<file path="config.mk">
export PLATFORM = sky130hd
export DESIGN_NAME = irq_router
export DESIGN_NICKNAME = d
export VERILOG_FILES = /design/src/rtl/lpr_pkg.sv /design/src/rtl/lpr_slot.sv /design/src/rtl/lpr_pick.sv /design/src/rtl/irq_router.sv
export SDC_FILE = /design/constraint.sdc
export NUM_CORES = 1
export LEC_CHECK = 0
export ABC_AREA = 0
export CORE_ASPECT_RATIO = 0.8
export CORE_MARGIN = 4
export CORE_UTILIZATION = 50
export DETAILED_ROUTE_END_ITERATION = 6
export GPL_TIMING_DRIVEN = 0
export HOLD_SLACK_MARGIN = 0.03
export PLACE_DENSITY = 0.66
export SLEW_MARGIN = 20
export SYNTH_ARGS = -nofsm -noshare
export SYNTH_HDL_FRONTEND = slang
export SYNTH_SLANG_ARGS = --single-unit
export TNS_END_PERCENT = 10
</file>
<file path="constraint.sdc">
create_clock -name clk -period 20.1 [get_ports clk]
set_input_delay 5.025 -clock clk [delete_from_list [all_inputs] [get_ports clk]]
set_output_delay 5.025 -clock clk [all_outputs]
set_load 0.05 [all_outputs]
</file>
<file path="src/rtl/lpr_pkg.sv">
package lpr_pkg;
   localparam int MAX_SLOTS = 8;
   localparam int DEST_W    = 8;
   localparam int IDX_W     = 3;

   typedef enum logic {
      DLV_FIXED  = 1'b0,
      DLV_LOWEST = 1'b1
   } dlv_mode_e;
endpackage

</file>
<file path="src/rtl/lpr_slot.sv">
module lpr_slot #(
   parameter int PRIO_W = 4
) (
   input  logic              clk,
   input  logic              rst_n,
   input  logic              tpr_we,
   input  logic [PRIO_W-1:0] tpr_data,
   input  logic              take,
   input  logic [PRIO_W-1:0] take_cls,
   input  logic              ack,
   output logic [PRIO_W-1:0] cur_prio
);
   logic [PRIO_W-1:0] tpr_q;
   logic [PRIO_W-1:0] isv_q;

   always_ff @(posedge clk) begin
      if (!rst_n) begin
         tpr_q <= '0;
         isv_q <= '0;
      end else begin
         if (tpr_we)
            tpr_q <= tpr_data;
         if (take)
            isv_q <= (take_cls > isv_q) ? take_cls : isv_q;
         else if (ack)
            isv_q <= '0;
      end
   end

   assign cur_prio = (tpr_q > isv_q) ? tpr_q : isv_q;
endmodule

</file>
<file path="src/rtl/lpr_pick.sv">
module lpr_pick #(
   parameter int NPROC  = 8,
   parameter int PRIO_W = 4
) (
   input  logic [NPROC-1:0]             cand,
   input  logic [NPROC-1:0][PRIO_W-1:0] prio,
   input  logic                         lowest,
   output logic [NPROC-1:0]             sel,
   output logic                         none
);
   logic [NPROC-1:0]  one_hot;
   logic [PRIO_W-1:0] best;
   logic              found;

   always_comb begin
      one_hot = '0;
      best    = '1;
      found   = 1'b0;
      for (int i = 0; i < NPROC; i++) begin
         if (cand[i] && (!found || prio[i] < best)) begin
            found      = 1'b1;
            best       = prio[i];
            one_hot    = '0;
            one_hot[i] = 1'b1;
         end
      end
   end

   assign sel  = lowest ? one_hot : cand;
   assign none = ~|cand;
endmodule

</file>
<file path="src/rtl/irq_router.sv">
module irq_router
   import lpr_pkg::*;
#(
   parameter int NPROC  = 8,
   parameter int VEC_W  = 8,
   parameter int PRIO_W = 4
) (
   input  logic              clk,
   input  logic              rst_n,
   input  logic              msg_valid,
   input  logic [7:0]        msg_dest,
   input  logic [VEC_W-1:0]  msg_vector,
   input  logic              msg_lowest,
   input  logic              tpr_we,
   input  logic [2:0]        tpr_idx,
   input  logic [PRIO_W-1:0] tpr_data,
   input  logic [NPROC-1:0]  ack,
   output logic [NPROC-1:0]  grant,
   output logic [VEC_W-1:0]  grant_vector,
   output logic              no_target
);
   localparam int CLS_LSB = VEC_W - PRIO_W;

   generate
      if (NPROC < 1 || NPROC > MAX_SLOTS) begin : g_bad_nproc
         $error("irq_router: NPROC must lie in 1..8");
      end
      if (VEC_W <= PRIO_W) begin : g_bad_vec
         $error("irq_router: VEC_W must exceed PRIO_W");
      end
   endgenerate

   logic [NPROC-1:0]             cand;
   logic [NPROC-1:0]             sel;
   logic                         none;
   logic [NPROC-1:0][PRIO_W-1:0] prio;
   logic [NPROC-1:0]             take;
   logic [PRIO_W-1:0]            cls;
   dlv_mode_e                    mode;

   assign mode = dlv_mode_e'(msg_lowest);
   assign cand = msg_dest[NPROC-1:0];
   assign cls  = msg_vector[VEC_W-1 -: PRIO_W];
   assign take = msg_valid ? sel : '0;

   generate
      if (NPROC < DEST_W) begin : g_unused_dest
         logic unused_hi;
         assign unused_hi = ^msg_dest[DEST_W-1:NPROC];
      end
      if (CLS_LSB > 0) begin : g_unused_vec
         logic unused_lo;
         assign unused_lo = ^msg_vector[CLS_LSB-1:0];
      end
   endgenerate

   generate
      for (genvar gi = 0; gi < NPROC; gi++) begin : g_slot
         logic wr_here;
         assign wr_here = tpr_we && (tpr_idx == IDX_W'(gi));
         lpr_slot #(.PRIO_W(PRIO_W)) u_slot (
            .clk      (clk),
            .rst_n    (rst_n),
            .tpr_we   (wr_here),
            .tpr_data (tpr_data),
            .take     (take[gi]),
            .take_cls (cls),
            .ack      (ack[gi]),
            .cur_prio (prio[gi])
         );
      end
   endgenerate

   lpr_pick #(.NPROC(NPROC), .PRIO_W(PRIO_W)) u_pick (
      .cand   (cand),
      .prio   (prio),
      .lowest (mode == DLV_LOWEST),
      .sel    (sel),
      .none   (none)
   );

   always_ff @(posedge clk) begin
      if (!rst_n) begin
         grant        <= '0;
         grant_vector <= '0;
         no_target    <= 1'b0;
      end else begin
         grant        <= take;
         grant_vector <= (msg_valid && !none) ? msg_vector : '0;
         no_target    <= msg_valid && none;
      end
   end
endmodule

</file>
# After elaboration in Yosys (flattened, before gate mapping)
# Index checks and enable logic that the tools add are counted.
[totals]
word_cells = 164
out_inout_bits = 17
reg_bits = 81
inputBits = 36
[op_classes]
reduce_logical = 51
mux = 56
n_lt_le_gt_ge = 23
n_eq_ne = 15
[op_table]
columns = ["operator", "count"]
rows = [
  ["4-bit two-way mux", 39],
  ["8-bit two-way mux", 9],
  ["4-bit greater-than comparator", 16],
  ["4-bit < comparator", 7],
  ["2-bit AND reduction", 9],
  ["1-bit logical AND", 17],
  ["2-bit by 1-bit != test with 1-bit output, second input constant", 8],
  ["2-bit nonzero test", 8],
  ["3-bit == test, second input constant", 4],
  ["1-bit logical NOT", 8],
  ["1-bit two-way mux", 8],
  ["8-bit OR reduction", 1],
  ["1-bit logical OR", 7],
  ["3-bit by 2-bit == test with 1-bit output, second input constant", 2],
  ["3-bit by 1-bit == test with 1-bit output, second input constant", 1],
  ["3-bit logical NOT", 1],
]

# Logic depth before layout (Yosys ltp)
# Gate-level depths: netlist (run 1).
[logic_depth]
word_depth = 35
mapped_depth = 70
ltp_nobuf = 68

# Hierarchy
# A second synthesis (run 1) with hierarchy kept.
[unflattened]
cells_unflattened = 765
area_unflattened_um2 = 7085.5
[modules_own_cells]
columns = ["module", "instances", "seq_area_each_um2", "cells_each", "area_each_um2"]
rows = [
  ["lpr_slot", 8, 160.2, 60, 593.1],
  ["lpr_pick", 1, 0.0, 232, 1689.1],
  ["irq_router", 1, 340.3, 53, 651.9],
]

# Worst setup path before layout (run 1)
# OpenSTA, ideal clock, no wires.
[synth_path]
path_type = "input to register"
start = "input port msg_dest[0]"
end = "register g_slot[0].u_slot.isv_q[0]"
setup_time_ps = 116
t_arrival_ps = 15844
cell_stages = 55
required_ps = 19984
slack_ps = 4140
path_cell_list = "inv_1 -> a211oi_1 -> ha_1 -> a21oi_1 -> o21a_1 -> o221a_4 -> mux2_2 -> ha_1 -> o211ai_1 -> a211oi_1 -> mux2i_4 -> and2_4 -> buf_8 -> nor2_1 -> a21oi_1 -> ha_1 -> and3_1 -> o21ai_1 -> [19 not listed] -> o21ai_0 -> ha_1 -> a21oi_1 -> o21ai_0 -> a211oi_1 -> inv_1 -> a311oi_4 -> nor2_1 -> a21o_1 -> ha_1 -> o21ai_0 -> nand2b_1 -> and3_1 -> a21boi_0 -> a31oi_2 -> o41a_1 -> or2_4 -> a41o_1"
[synth_via]
elab_chain_len = 33
elab_cells_between_ends = 56
[synth_rtl]
columns = ["item", "line_no", "source"]
rows = [
  ["start, declared", "irq_router.sv:11", "input logic [7:0] msg_dest,"],
  ["4-bit two-way mux / 1-bit two-way mux (equally long branches)", "lpr_pick.sv:20", "if (cand[i] && (!found || prio[i] < best)) begin"],
  ["4-bit < comparator / 1-bit logical NOT (equally long branches)", "lpr_pick.sv:20", ""],
  ["1-bit logical OR", "lpr_pick.sv:20", ""],
  ["1-bit logical AND", "lpr_pick.sv:20", ""],
  ["4-bit two-way mux / 1-bit two-way mux (equally long branches)", "lpr_pick.sv:20", ""],
  ["4-bit < comparator / 1-bit logical NOT (equally long branches)", "lpr_pick.sv:20", ""],
  ["1-bit logical OR", "lpr_pick.sv:20", ""],
  ["1-bit logical AND", "lpr_pick.sv:20", ""],
  ["[17 not listed]", "--", ""],
  ["4-bit < comparator / 1-bit logical NOT (equally long branches)", "lpr_pick.sv:20", ""],
  ["1-bit logical OR", "lpr_pick.sv:20", ""],
  ["1-bit logical AND", "lpr_pick.sv:20", ""],
  ["8-bit two-way mux", "lpr_pick.sv:20", ""],
  ["8-bit two-way mux *", "lpr_pick.sv:29", "assign sel = lowest ? one_hot : cand;"],
  ["8-bit two-way mux *", "irq_router.sv:44", "assign take = msg_valid ? sel : '0;"],
  ["2-bit by 1-bit != test with 1-bit output (no source line) / 2-bit nonzero test (equally long branches)", "--", ""],
  ["2-bit AND reduction (no source line)", "--", ""],
  ["end signal, assigned", "lpr_slot.sv:24", "isv_q <= (take_cls > isv_q) ? take_cls : isv_q;"],
  ["end, declared", "lpr_slot.sv:14", "logic [PRIO_W-1:0] isv_q;"],
]
# Mark *: on every way between the ends. The rest lies on a longest branch, timed or not.
# A chain may end at the register's enable or synchronous reset.

# Worst setup path in the final report (run 1)
[layout_path]
start = "input port msg_dest[0]"
end = "register g_slot[4].u_slot.isv_q[0]"
[layout_via]
elab_chain_len = 33
elab_cells_between_ends = 54
[layout_rtl]
columns = ["item", "line_no"]
rows = [
  ["4-bit two-way mux / 1-bit two-way mux (equally long branches)", "lpr_pick.sv:20"],
  ["4-bit < comparator / 1-bit logical NOT (equally long branches)", "lpr_pick.sv:20"],
  ["1-bit logical OR", "lpr_pick.sv:20"],
  ["1-bit logical AND", "lpr_pick.sv:20"],
  ["4-bit two-way mux / 1-bit two-way mux (equally long branches)", "lpr_pick.sv:20"],
  ["4-bit < comparator / 1-bit logical NOT (equally long branches)", "lpr_pick.sv:20"],
  ["1-bit logical OR", "lpr_pick.sv:20"],
  ["1-bit logical AND", "lpr_pick.sv:20"],
  ["[17 not listed]", "--"],
  ["4-bit < comparator / 1-bit logical NOT (equally long branches)", "lpr_pick.sv:20"],
  ["1-bit logical OR", "lpr_pick.sv:20"],
  ["1-bit logical AND", "lpr_pick.sv:20"],
  ["8-bit two-way mux *", "lpr_pick.sv:20"],
  ["8-bit two-way mux *", "lpr_pick.sv:29"],
  ["8-bit two-way mux *", "irq_router.sv:44"],
  ["2-bit by 1-bit != test with 1-bit output (no source line) / 2-bit nonzero test (equally long branches)", "--"],
  ["2-bit AND reduction (no source line)", "--"],
  ["end signal, assigned", "lpr_slot.sv:24"],
  ["end, declared", "lpr_slot.sv:14"],
]
# Marked as above.

==> results.txt, run 1 <==
Status - finished clean
Total power density per cell area - 74.9 nW/µm²
Max-cap viol count - 0
Worst IR Drop VDD - 0.0000404 V
M1 GR Usage - 0.378
Critical Path RT - 20380 ps
GR Util met2 - 0.413
Hold Fails Final Rpt - 0
Static Leakage - 3.09 nW
Remaining global-route overflow - 0
Setup slack after layout - 1560 ps
Drt first pass iters - 5
Mapped Cells - 746
Fin crit share - 0.922
Post-synthesis register bit count - 81
Synthesized area per cell - 8.76 µm²
Synthesized Nets - 862
Worst slew margin - 0.335
Slowest CP cell - a211oi_1
Final net count - 917
Final routed DRC violation total - 0
First-pass GRT wire length - 31300 µm
WP buf/inv - 5
Die width - 136 µm
Worst-path maximum fanout - 9
Vias in the first global route - 5936
Most frequent cell after synthesis - dfxtp_1
Placed Cells incl. Taps - 965
GP Congestion - 0.907
Hpwl dp - 15300 µm
Pre-CTS setup slack - 1480 ps
Post-synth top area share - 0.248
Total Routing Usage GR - 0.269
Top delay family on crit path - compound AO/OA/AOI/OAI gates
Fin area - 7480 µm²
Final worst path period need - 18540 ps
# fillers - 1127
Worst-margin pin slew - 995 ps
Post-layout util - 0.583
CP max stage delay - 520 ps
Final Max Slew Viols - 0
Hold Crit Class - reg -> reg
Cts bufs inserted - 9
Area Growth Syn to Fin - 14.5%
Initial Util - 0.510
WL per Instance - 19.9 µm
GRT Max-Usage Layer - met2
Io pins - 53
DRT iter0 DRCs - 423
CORE AREA - 12800 µm²
Post-synth EDFFs - 0
Post-CTS Resized - 0
Largest cells by area after synthesis - dfxtp_1, ha_1, mux2i_1
Post-synth top flop - dfxtp_1
Initial antenna violation count - 0
Ratio of cells with drive above 1 in the final layout - 0.105
Max clock buf depth - 2
Reg clk slew, reported paths - 60 ps
Largest net degree at the start of global routing - 16
H-tree Lvls - 3
Post-route ant nets - 0
Diodes inserted - 0
Crit end category - flip-flop
PortBufs - 44
Skew-Pair Late Insertion Delay - 340 ps
Clk sinks - 81
CP arrival - 18820 ps
CTS tree - done
Vert. Die Dim - 110 µm
GRT met3 Usage - 0.0635
Routed vias - 6109
Yosys warns - 0
Netlist cell types - 83
Hold-fix buffers, CTS - 0
Fin cells - 981
Post-CTS setup buffer count - 0
RSZ-0062 raised after global routing - no
WL final - 19500 µm
Yosys top cell by area - dfxtp_1
Row cnt - 37
Placed cell areas - 7190 µm²
CP Class - in -> reg
Max Clk Rate - 53.9 MHz
Drt via density - 6.23
List of most frequent post-synthesis cells - dfxtp_1, ha_1, nor2_1, inv_1, nand2_1
Final-report setup violation count - 0
Die area - 15000 µm²
Sequential share of the synthesized area - 0.248
Post-Syn Area - 6530 µm²
Clock skew - 9.89 ps
Type of origin of the critical path - primary input
FFs w/ async S/R, synth - 0
CTS Root Cell - clkbuf_16
Fin Setup TNS - 0 ps
-- power breakdown --
part           leakage [nW]  internal (mW)  switching (mW)
clock                 0.141         0.0889          0.0737
sequential            0.657          0.167         0.00542
combinational          2.29         0.0895           0.136
-- flip-flops by register name, summed over array words and instances, names as in the netlist --
signal / flops
g_slot.u_slot.tpr_q: 32
no_target: 1
grant_vector: 8
g_slot.u_slot.isv_q: 32
grant: 8
-- cells by family (layout without fill, tap and decap cells) --
kind of cell	after synthesis	count (layout)	share of synthesized area
AND/OR/NAND/NOR	235	235	0.190
AO/OA/AOI/OAI	217	217	0.261
flip-flops	81	81	0.248
adder cells (fa/ha/maj)	80	80	0.153
buffers and inverters	70	130	0.0440
multiplexers	63	63	0.103
-- worst register-to-register path, delay by kind of cell (launching register included) --
kind	cells	cell delay [ps]
muxes	2	560
adders and majority gates	8	2520
buffers and inverters	4	560
and+or+nand+nor	16	3000
DFF	1	360
AOI/OAI and AO/OA	31	7610
-- cell type report --
type,instances,area (µm²),area share
buffer,22,108,0.0144
clock buffer,10,239,0.0319
clock inverter,6,50.0,0.00669
inverter,48,180,0.0241
multi-input combinational,595,4620,0.618
sequential,81,1620,0.217
tap,175,219,0.0293
timing repair buffer,44,440,0.0589
-- path summary, 6_finish.rpt --
path,end,depth (start not counted),slack [ps],start
max reg2reg,g_slot[4].u_slot.isv_q[0],61,5420,g_slot[0].u_slot.isv_q[1]
max,g_slot[4].u_slot.isv_q[0],57,1560,msg_dest[0]
min reg2reg,g_slot[0].u_slot.tpr_q[0],2,500,g_slot[0].u_slot.tpr_q[0]
min,g_slot[0].u_slot.tpr_q[0],2,500,g_slot[0].u_slot.tpr_q[0]
-- layer usage --
| layer | routed length [µm] | vias to the layer above |
|---|---|---|
| met5 | 0 | - |
| met4 | 375 | 0 |
| met3 | 1540 | 32 |
| met2 | 8340 | 237 |
| met1 | 9280 | 2910 |
| li1 | - | 2930 |
-- cells in the final DEF, fill, tap and decap left out, drive strengths merged, types with 8 or more instances in the layout --
master | netlist | layout
clkbuf | 15 | 25
clkdlybuf4s50 | 0 | 44
o211ai | 14 | 14
nand2 | 47 | 47
inv | 47 | 50
and2 | 12 | 12
o21ai | 45 | 45
ha | 80 | 80
a22o | 8 | 8
mux2i | 42 | 42
nor2b | 20 | 20
a21oi | 40 | 40
nand2b | 18 | 18
dfxtp | 81 | 81
nand3 | 26 | 26
nor2 | 66 | 66
mux2 | 21 | 21
a211oi | 15 | 15
a41o | 20 | 20
nor3 | 8 | 8
-- stage by stage --
step	hold slack (ps)	power [mW]
CTS	505	0.560
global placement	477	0.389
detailed placement	484	0.397
finish	498	0.561
global route	513	0.591
floorplan	458	0.343
Power figures use the tool's default switching activity.
==> run 2: changes to the inputs <==
- SLEW_MARGIN: 20 -> not set
==> results of run 2 <==
The final DEF is identical to that of run 1; final timing and power are the same.
